$ cat src/rtl/gpio_bank_pkg.sv
package gpio_bank_pkg;

    localparam int BANK_W       = 64;
    localparam int BANK_STRIDE  = 'h1400;
    localparam int OFF_IN       = 'h0;
    localparam int OFF_SET      = 'h8;
    localparam int OFF_CLR      = 'h10;
    localparam int OFF_CONST    = 'h90;
    localparam int CFG_BASE     = 'h400;
    localparam int CFG_STRIDE   = 8;

    localparam int FLD_OE       = 0;
    localparam int FLD_INV      = 1;
    localparam int FLD_OD       = 12;
    localparam int FLD_SEL_LO   = 16;
    localparam int FLD_SEL_W    = 10;

    typedef enum logic [2:0] {
        ACC_NONE,
        ACC_IN,
        ACC_SET,
        ACC_CLR,
        ACC_CONST,
        ACC_CFG
    } acc_kind_e;

    typedef enum logic [0:0] {
        ST_IDLE,
        ST_RESP
    } bus_state_e;

    typedef struct packed {
        logic [FLD_SEL_W-1:0] sel;
        logic                 od;
        logic                 inv;
        logic                 oe;
    } pin_cfg_t;

endpackage

$ cat src/rtl/gpio_bank_decode.sv
module gpio_bank_decode
    import gpio_bank_pkg::*;
#(
    parameter int ADDR_W     = 16,
    parameter int NUM_PINS   = 80,
    parameter int NBANK      = 2,
    parameter int PIN_IDX_W  = 7,
    parameter int BANK_IDX_W = 1
) (
    input  logic [ADDR_W-1:0]     addr,
    output acc_kind_e             kind,
    output logic [BANK_IDX_W-1:0] bank,
    output logic [PIN_IDX_W-1:0]  pin
);
    localparam logic [ADDR_W-1:0] CFG_LO = ADDR_W'(CFG_BASE);
    localparam logic [ADDR_W-1:0] CFG_HI = ADDR_W'(CFG_BASE + CFG_STRIDE * NUM_PINS);
    localparam logic [ADDR_W-1:0] CONST_A = ADDR_W'(OFF_CONST);

    logic [ADDR_W-1:0] cfg_off;

    always_comb begin
        kind    = ACC_NONE;
        bank    = '0;
        pin     = '0;
        cfg_off = addr - CFG_LO;
        if (addr[2:0] == 3'b000) begin
            if (addr >= CFG_LO && addr < CFG_HI) begin
                kind = ACC_CFG;
                pin  = PIN_IDX_W'(cfg_off >> 3);
            end else if (addr == CONST_A) begin
                kind = ACC_CONST;
            end else begin
                for (int b = 0; b < NBANK; b++) begin
                    if (addr == ADDR_W'(b * BANK_STRIDE + OFF_IN)) begin
                        kind = ACC_IN;
                        bank = BANK_IDX_W'(b);
                    end else if (addr == ADDR_W'(b * BANK_STRIDE + OFF_SET)) begin
                        kind = ACC_SET;
                        bank = BANK_IDX_W'(b);
                    end else if (addr == ADDR_W'(b * BANK_STRIDE + OFF_CLR)) begin
                        kind = ACC_CLR;
                        bank = BANK_IDX_W'(b);
                    end
                end
            end
        end
    end

endmodule

$ cat src/rtl/gpio_bank_sync.sv
module gpio_bank_sync #(
    parameter int WIDTH  = 80,
    parameter int STAGES = 2
) (
    input  logic             clk,
    input  logic             rst_n,
    input  logic [WIDTH-1:0] din,
    output logic [WIDTH-1:0] dout
);
    logic [WIDTH-1:0] stage_q [STAGES];

    always_ff @(posedge clk or negedge rst_n) begin
        if (!rst_n) begin
            for (int s = 0; s < STAGES; s++) stage_q[s] <= '0;
        end else begin
            stage_q[0] <= din;
            for (int s = 1; s < STAGES; s++) stage_q[s] <= stage_q[s-1];
        end
    end

    assign dout = stage_q[STAGES-1];

endmodule

$ cat src/rtl/gpio_bank_pin.sv
module gpio_bank_pin
    import gpio_bank_pkg::*;
(
    input  pin_cfg_t cfg,
    input  logic     latch_bit,
    input  logic     fn_out,
    input  logic     fn_oe,
    output logic     pad_out,
    output logic     pad_oe
);
    logic gpio_mode;
    logic level;

    assign gpio_mode = (cfg.sel == '0);
    assign level     = latch_bit ^ cfg.inv;

    always_comb begin
        if (!gpio_mode) begin
            // Pad belongs to the alternate function
            pad_out = fn_out;
            pad_oe  = fn_oe;
        end else if (cfg.od) begin
            // Open drain: pull low or float
            pad_out = 1'b0;
            pad_oe  = cfg.oe & ~level;
        end else begin
            // Push-pull
            pad_out = level;
            pad_oe  = cfg.oe;
        end
    end

endmodule

$ cat src/rtl/gpio_bank.sv
module gpio_bank
    import gpio_bank_pkg::*;
#(
    parameter int NUM_PINS    = 80,
    parameter int ADDR_W      = 16,
    parameter int IRQ_BASE    = 48,
    parameter int SYNC_STAGES = 2
) (
    input  logic                clk,
    input  logic                rst_n,
    input  logic                req_valid,
    input  logic                req_write,
    input  logic [ADDR_W-1:0]   req_addr,
    input  logic [63:0]         req_wdata,
    output logic                rd_valid,
    output logic [63:0]         rd_data,
    input  logic [NUM_PINS-1:0] pad_in,
    output logic [NUM_PINS-1:0] pad_out,
    output logic [NUM_PINS-1:0] pad_oe,
    input  logic [NUM_PINS-1:0] fn_out,
    input  logic [NUM_PINS-1:0] fn_oe
);
    localparam int NBANK      = (NUM_PINS + BANK_W - 1) / BANK_W;
    localparam int BANK_IDX_W = (NBANK > 1) ? $clog2(NBANK) : 1;
    localparam int PIN_IDX_W  = (NUM_PINS > 1) ? $clog2(NUM_PINS) : 1;
    localparam int LOW_W      = (NUM_PINS < BANK_W) ? NUM_PINS : BANK_W;

    acc_kind_e             dec_kind;
    logic [BANK_IDX_W-1:0] dec_bank;
    logic [PIN_IDX_W-1:0]  dec_pin;

    bus_state_e            state_q, state_d;
    logic [NUM_PINS-1:0]   out_q, out_d;
    pin_cfg_t              cfg_q [NUM_PINS];
    logic [NUM_PINS-1:0]   in_sync;
    logic [63:0]           rd_next, rd_q;
    logic                  wr_acc, rd_acc;

    assign wr_acc = req_valid &&  req_write;
    assign rd_acc = req_valid && !req_write;

    gpio_bank_decode #(
        .ADDR_W    (ADDR_W),
        .NUM_PINS  (NUM_PINS),
        .NBANK     (NBANK),
        .PIN_IDX_W (PIN_IDX_W),
        .BANK_IDX_W(BANK_IDX_W)
    ) u_decode (
        .addr(req_addr),
        .kind(dec_kind),
        .bank(dec_bank),
        .pin (dec_pin)
    );

    gpio_bank_sync #(
        .WIDTH (NUM_PINS),
        .STAGES(SYNC_STAGES)
    ) u_sync (
        .clk  (clk),
        .rst_n(rst_n),
        .din  (pad_in),
        .dout (in_sync)
    );

    // Access sequencer: state register
    always_ff @(posedge clk or negedge rst_n) begin
        if (!rst_n) state_q <= ST_IDLE;
        else        state_q <= state_d;
    end

    // Access sequencer: next state
    always_comb begin
        state_d = state_q;
        unique case (state_q)
            ST_IDLE: if (rd_acc) state_d = ST_RESP;          // read-accept
            ST_RESP: state_d = rd_acc ? ST_RESP : ST_IDLE;   // read-chain / read-done
            default: state_d = ST_IDLE;
        endcase
    end

    // Access sequencer: outputs
    always_comb begin
        rd_valid = 1'b0;
        unique case (state_q)
            ST_IDLE: rd_valid = 1'b0;
            ST_RESP: rd_valid = 1'b1;
            default: rd_valid = 1'b0;
        endcase
    end
    assign rd_data = rd_valid ? rd_q : '0;

    // Output latch next value through set / clear masks
    always_comb begin
        out_d = out_q;
        if (wr_acc) begin
            for (int p = 0; p < NUM_PINS; p++) begin
                if (dec_bank == BANK_IDX_W'(p / BANK_W) && req_wdata[p % BANK_W]) begin
                    if (dec_kind == ACC_SET) out_d[p] = 1'b1;
                    if (dec_kind == ACC_CLR) out_d[p] = 1'b0;
                end
            end
        end
    end

    always_ff @(posedge clk or negedge rst_n) begin
        if (!rst_n) out_q <= '0;
        else        out_q <= out_d;
    end

    // Configuration words
    always_ff @(posedge clk or negedge rst_n) begin
        if (!rst_n) begin
            for (int p = 0; p < NUM_PINS; p++) cfg_q[p] <= '0;
        end else if (wr_acc && dec_kind == ACC_CFG) begin
            cfg_q[dec_pin] <= '{sel: req_wdata[FLD_SEL_LO +: FLD_SEL_W],
                                od : req_wdata[FLD_OD],
                                inv: req_wdata[FLD_INV],
                                oe : req_wdata[FLD_OE]};
        end
    end

    // Read data selection
    always_comb begin
        rd_next = '0;
        case (dec_kind)
            ACC_IN: begin
                for (int p = 0; p < NUM_PINS; p++)
                    if (dec_bank == BANK_IDX_W'(p / BANK_W)) rd_next[p % BANK_W] = in_sync[p];
            end
            ACC_SET, ACC_CLR: begin
                for (int p = 0; p < NUM_PINS; p++)
                    if (dec_bank == BANK_IDX_W'(p / BANK_W)) rd_next[p % BANK_W] = out_q[p];
            end
            ACC_CONST: begin
                rd_next[7:0]  = 8'(NUM_PINS);
                rd_next[15:8] = 8'(IRQ_BASE);
            end
            ACC_CFG: begin
                rd_next[FLD_OE]                  = cfg_q[dec_pin].oe;
                rd_next[FLD_INV]                 = cfg_q[dec_pin].inv;
                rd_next[FLD_OD]                  = cfg_q[dec_pin].od;
                rd_next[FLD_SEL_LO +: FLD_SEL_W] = cfg_q[dec_pin].sel;
            end
            default: rd_next = '0;
        endcase
    end

    always_ff @(posedge clk or negedge rst_n) begin
        if (!rst_n)      rd_q <= '0;
        else if (rd_acc) rd_q <= rd_next;
    end

    // Pad drivers, one per pin
    for (genvar p = 0; p < NUM_PINS; p++) begin : g_pin
        gpio_bank_pin u_pin (
            .cfg      (cfg_q[p]),
            .latch_bit(out_q[p]),
            .fn_out   (fn_out[p]),
            .fn_oe    (fn_oe[p]),
            .pad_out  (pad_out[p]),
            .pad_oe   (pad_oe[p])
        );
    end

    // Assertions
    assert_set_forces_ones_R2: assert property (@(posedge clk) disable iff (!rst_n)
        (wr_acc && dec_kind == ACC_SET && dec_bank == '0)
        |=> ((out_q[LOW_W-1:0] & $past(req_wdata[LOW_W-1:0])) == $past(req_wdata[LOW_W-1:0])));

    assert_clear_forces_zeros_R3: assert property (@(posedge clk) disable iff (!rst_n)
        (wr_acc && dec_kind == ACC_CLR && dec_bank == '0)
        |=> ((out_q[LOW_W-1:0] & $past(req_wdata[LOW_W-1:0])) == '0));

    assert_zero_mask_keeps_latch_R4: assert property (@(posedge clk) disable iff (!rst_n)
        (wr_acc && (dec_kind == ACC_SET || dec_kind == ACC_CLR) && req_wdata == '0)
        |=> $stable(out_q));

    assert_rd_valid_after_read_R5: assert property (@(posedge clk) disable iff (!rst_n)
        rd_valid |-> $past(rd_acc));

    assert_read_gives_valid_R5: assert property (@(posedge clk) disable iff (!rst_n)
        rd_acc |=> rd_valid);

endmodule

$ cat config.mk
export PLATFORM = sky130hd
export DESIGN_NAME = gpio_bank
export DESIGN_NICKNAME = d
export VERILOG_FILES = /design/src/rtl/gpio_bank_pkg.sv /design/src/rtl/gpio_bank_decode.sv /design/src/rtl/gpio_bank_sync.sv /design/src/rtl/gpio_bank_pin.sv /design/src/rtl/gpio_bank.sv
export SDC_FILE = /design/constraint.sdc
export NUM_CORES = 2
export LEC_CHECK = 0
export ABC_CLOCK_PERIOD_IN_PS = 2050
export BUFFER_PORTS_ARGS = -buffer_cell sky130_fd_sc_hd__buf_2
export CAP_MARGIN = 20
export CORE_MARGIN = 2
export CORE_UTILIZATION = 40
export CTS_BUF_LIST = sky130_fd_sc_hd__clkbuf_8
export DETAILED_ROUTE_END_ITERATION = 7
export SETUP_SLACK_MARGIN = 0.05
export SYNTH_ARGS = -nofsm -noshare
export SYNTH_HDL_FRONTEND = slang
export SYNTH_SLANG_ARGS = --single-unit
$ cat constraint.sdc
create_clock -name clk -period 2.05 [get_ports clk]
set_clock_uncertainty 0.05 [all_clocks]
set_input_delay 0.205 -clock clk [delete_from_list [all_inputs] [get_ports clk]]
set_output_delay 0.205 -clock clk [all_outputs]
set_load 0.01 [all_outputs]
; After elaboration in Yosys (flattened, before gate mapping)
; Index checks and enable logic that the tools add are counted.
; W data, S select, Z words.
[totals]
wordCells = 1395
input_bits = 324
regBits = 1345
[classes]
n_eq_ne = 11
bitwise_logic = 243
n_reduce_logical = 250
mux = 482
addsub = 1
magnitude_cmp = 4
[op_table]
columns = operator, n
row1 = $bwmux W1040, 1
row2 = $logic_not A10 Y1, 80
row3 = $mux W1, 457
row4 = $reduce_and A3 Y1, 80
row5 = $bmux W13 S7, 1
row6 = $demux W13 S7, 1
row7 = $logic_and A1 B1 Y1, 85
row8 = $not A1 Y1, 82
row9 = $and A1 B1 Y1, 80
row10 = $xor A1 B1 Y1, 80
row11 = $pmux W38 S2, 1
row12 = $mux W64, 1
row13 = $pmux W10 S3, 2
row14 = $eq A16 B13 Y1 const B, 3
row15 = $mux W13, 3
row16 = $mux W3, 8
row17 = $eq A16 B4 Y1 const B, 1
row18 = $eq A16 B5 Y1 const B, 1
row19 = $eq A16 B8 Y1 const B, 1
row20 = $ge A16 B11 Y1 const B, 1
row21 = $logic_not A16 Y1, 1
row22 = $lt A16 B11 Y1 const B, 1
row23 = $mux W7, 2
row24 = $sub A10 B1 Y10 const B, 1
row25 = 15 further kinds, 17

; Depth between registers and ports, before layout
[logic_depth]
depth_word = 13
depth_mapped = 12
mapped_depth_nobuf = 8

; Hierarchy
; From an unflattened synthesis, not the netlist that was laid out.
[hier_totals]
hier_cells = 5233
area_unflattened_um2 = 66277.3
[modules_own_cells]
columns = module, area_each_um2, cells_each, seq_area_each_um2, n_inst
row1 = gpio_bank, 54977.7, 4162, 29653.4, 1
row2 = gpio_bank_pin, 81.3, 10, 0.0, 80
row3 = gpio_bank_sync, 4604.4, 240, 4003.8, 1
row4 = gpio_bank_decode, 188.9, 31, 0.0, 1

; Worst setup path after synthesis
; No wires, ideal clock.
[synth_path]
path_type = input to register
from = input req_addr[7]
to = register cfg_q[157] (netlist bit)
t_arrival_ns = 2.667
path_slack_ns = -0.792
path_stages = 10
path_cell_list = buf_2 or2_1 a2111oi_4 buf_6 nand2_1 or3_1 clkbuf_1 nor2_1 buf_2 mux2_2
[synth_via]
elab_chain_len = 12
[synth_lines]
columns = item, line_no
row1 = "start, declared", gpio_bank.sv:13  ; input logic [ADDR_W-1:0] req_addr,
row2 = "parallel branches: the longest is 12 deep, another holds $ge A16 B11 Y1", n/a
row3 = "end signal, assigned by index", gpio_bank.sv:115  ; cfg_q[dec_pin] <= '{sel: req_wdata[FLD_SEL_LO +: FLD_SEL_W],
row4 = "end, declared", gpio_bank.sv:34  ; pin_cfg_t cfg_q [NUM_PINS];
; Parallel ways; which one is timed is not known.
; A chain may end at the register's enable or synchronous reset.

; Worst setup path in the final report
[layout_path]
from = register cfg_q[32] (netlist bit)
to = output pad_oe[77]
[layout_via]
elab_chain_len = 2
[layout_lines]
columns = item, line_no
row1 = $logic_not A10 Y1, gpio_bank_pin.sv:14  ; assign gpio_mode = (cfg.sel == '0);
row2 = $mux W1, gpio_bank_pin.sv:18  ; if (!gpio_mode) begin
row3 = "end, declared", gpio_bank.sv:19  ; output logic [NUM_PINS-1:0] pad_oe,
; No other way between the ends.

==> impl_metrics.toml <==
[logic_synthesis]
syn_nets = 5821
synth.avg_cell_area_um2 = 11.5
ys_warn_count = 0
yosysTopAreaCell = "dfrtp_1"
synth_top_flop_cell = "dfrtp_1"
synth_common_cells = "dfrtp_1 (1345), mux2_2 (1053), nand2_1 (437)"
postSynthCellCount = 5497
synth-seq-cells = 1345
synthTopCellsByArea = "dfrtp_1 (53%), mux2_2 (19%), nand2_1 (2.6%), o22ai_1 (2.4%), o21ai_0 (2.0%)"
ys_seq_area_share_pct = 53.2
synth_top_area_share_pct = 53.2
synth.most_common_cell = "dfrtp_1"
synth_edf_count = 0
yosysUniqueCellTypes = 71
async_flop_share_pct = 100
synthesis.area_mm2 = 0.0633

[floorplanning]
top_level_ports = 549
core_region_area_mm2 = 0.157
start_util_pct = 40.4
dieArea_mm2 = 0.161
die_h_um = 402
die_w_um = 402
row_count = 145

[clocking]
cts.sinks = 1345
htree_levels = 4
clk_latency_ps = 1050
clk_pin_slew_ps = 60
clock_path_buffers = 3
ctsRootBufferMaster = "clkbuf_8"
cts_tree = "done"
cts_inserted_buffers = 225

[timing]
fmax_mhz = 371
tightest_slew_ps = 836
post-route-period-util_pct = 132
relSlewSlack_pct = 44.3
drv_slew = 0
setup_viol = 1022
period_needed_ps = 2700
finalHoldViolations = 0
setup_ws_ps = -646
rsz0062_at_grt = "true"

[global_route]
grt_max_degree = 86
gr-usage-all-layers_pct = 32.9
grt_antenna_before_repair = 17
grt_pass1_vias = 55785
grt_pass1_wl_mm = 391
grt_overflow = 0

[route]
drcViolationCount = 0
vias_per_cell = 5.98
wl_per_cell_um = 29.4
ant_nets = 0
wl_mm = 277
drtPass1Iterations = 5
drt_iter0_markers = 5966
dr_total_vias = 56174

[power]
total_power_mw = 55.3
p_per_area_mw_per_mm2 = 614
leakagePower_nw = 44.5
irDropWorstVdd_v = 0.000704

[critical_path]
cp_cell_sequence = "nor4_4 -> nand3_2 -> buf_6 -> nand2_2 -> o21ai_2 -> buf_2"
cp_top_family = "simple AND/OR/NAND/NOR gates"
startpoint_type = "flop"
critical_path_class = "reg -> out"
cp_slowest_cell = "dfrtp_1"
max_stage_delay_ps = 420
cp.required_ps = 1790
cp.arrival_ps = 2440
cp_max_fo = 4
worst-path-buf-inv = 2
r2r_setup_slack_ps = -210
end_kind = "output pin"

[layout]
syn_to_final_growth_pct = 42.2
stdcell_count = 9395
final_nets = 7465
fillers = 12729
layout-drive-gt1-share_pct = 52.4

[outcome]
violations = "negative setup slack"
status = "finished, violations left"

[min_path]
min-delay-path-class = "in -> reg"

[placed_design]
placed_cells = 8340
io_buffers = 548
gp_congestion = 1.01
dpl.hpwl_mm = 191

[flow_run]
max_cap_violations = 0
cell families (layout without fill, tap and decap cells):
logic type / after synthesis / after routing / synth area share [%]
AO/OA/AOI/OAI: 1060 / 1060 / 10.9
XOR/XNOR: 82 / 82 / 1.13
flip-flops: 1345 / 1345 / 53.2
multiplexers: 1155 / 1155 / 20.6
buffers and inverters: 568 / 2395 / 4.49
other: 0 / 13 / 0
AND/OR/NAND/NOR: 1287 / 1287 / 9.71
path summary, 6_finish.rpt:
path / startpoint / end / cells after the start
min: req_wdata[13] / out_q[77] / 4
min in group asynchronous: rst_n / cfg_q[977] / 4
max: cfg_q[32] / pad_oe[77] / 6
max in group asynchronous: rst_n / cfg_q[45] / 6
max reg2reg: cfg_q[84] / rd_q[19] / 8
min reg2reg: u_sync.stage_q[118] / u_sync.dout[38] / 0
what timing repair did:
| item | 4_1_cts | 5_1_grt |
|---|---|---|
| pin swaps | 447 | 222 |
| endpoints found under the hold margin | 2459 | 0 |
| gates resized for setup | 671 | 496 |
| hold buffers | 292 | 0 |
| setup buffers | 231 | 106 |
| endpoints found under the setup margin | 852 | 1347 |
| gates cloned | 2 | 12 |
metal layers:
metal	wire, µm	vias up	global-route usage, %
met5	69	-	0
met4	15000	10	15.0
met3	28500	767	8.52
met2	124000	3210	50.8
met1	109000	28764	43.5
li1	-	23423	-
worst reg2reg max path, delay by kind of cell, from the launching register on:
kind | cells | cell delay (ps)
AND/OR/NAND/NOR | 3 | 810
AO/OA/AOI/OAI | 3 | 650
flip-flops | 1 | 410
buffers and inverters | 2 | 240
state kept, by name, summed over array words and instances, names as in the netlist:
signal          flops
rd_q               64
out_q              80
u_sync.dout        80
state_q             1
cfg_q            1040
u_sync.stage_q     80
power breakdown:
group          switching [mW]  total [mW]  leakage, nW  internal [mW]
Sequential             0.0865        26.8         18.3           26.8
Clock                    11.7        25.2         2.72           13.5
Combinational            2.01        3.25         23.5           1.24
area by class of cell:
type / count / area, µm² / area share (%)
sequential: 1345 / 33700 / 37.5
antenna: 13 / 32.5 / 0.0361
inverter: 7 / 26.3 / 0.0292
clock buffer: 299 / 4120 / 4.57
timing repair buffer: 1978 / 17300 / 19.3
multi-input combinational: 3584 / 31500 / 35.0
tap: 2058 / 2570 / 2.86
clock inverter: 111 / 661 / 0.734
cell usage in the layout (no fill, tap or decap), drive strengths merged, types with 9 or more instances in the layout:
master,Yosys,final
o221ai,70,70
nand2,437,437
o211ai,14,14
or4,16,16
inv,6,79
xor2,80,80
diode,0,13
or3,16,16
and2,69,69
a22o,15,15
o21ai,256,256
nor2,271,271
nand3,102,102
dlygate4sd3,0,291
mux2i,91,91
o22ai,245,245
nor4,177,177
buf,295,1678
a221oi,9,9
o32ai,9,9
mux4,11,11
a211oi,23,23
o21a,14,14
clkinv,1,29
a21oi,119,119
a31oi,91,91
clkbuf,266,308
o2111ai,13,13
nand2b,86,86
nor2b,16,16
mux2,1053,1053
dfrtp,1345,1345
o22a,56,56
o31ai,26,26
a22oi,50,50
nor3,74,74
stage by stage:
| step | hold WS (ps) | setup slack, ps | utilization, % | cell area, µm² | TNS [ps] |
|---|---|---|---|---|---|
| global placement | 92.0 | -1480 | 47.6 | 74600 | -1170440 |
| CTS | 0.590 | -652 | 55.3 | 86600 | -160350 |
| global route | 28.5 | -696 | 57.4 | 90000 | -223000 |
| finish | 35.8 | -646 | 57.4 | 90000 | -166670 |
| floorplan | -141 | -561 | - | 63900 | -508640 |
| detailed placement | 91.6 | -1520 | 47.6 | 74600 | -1170680 |
Power figures use the tool's default switching activity.
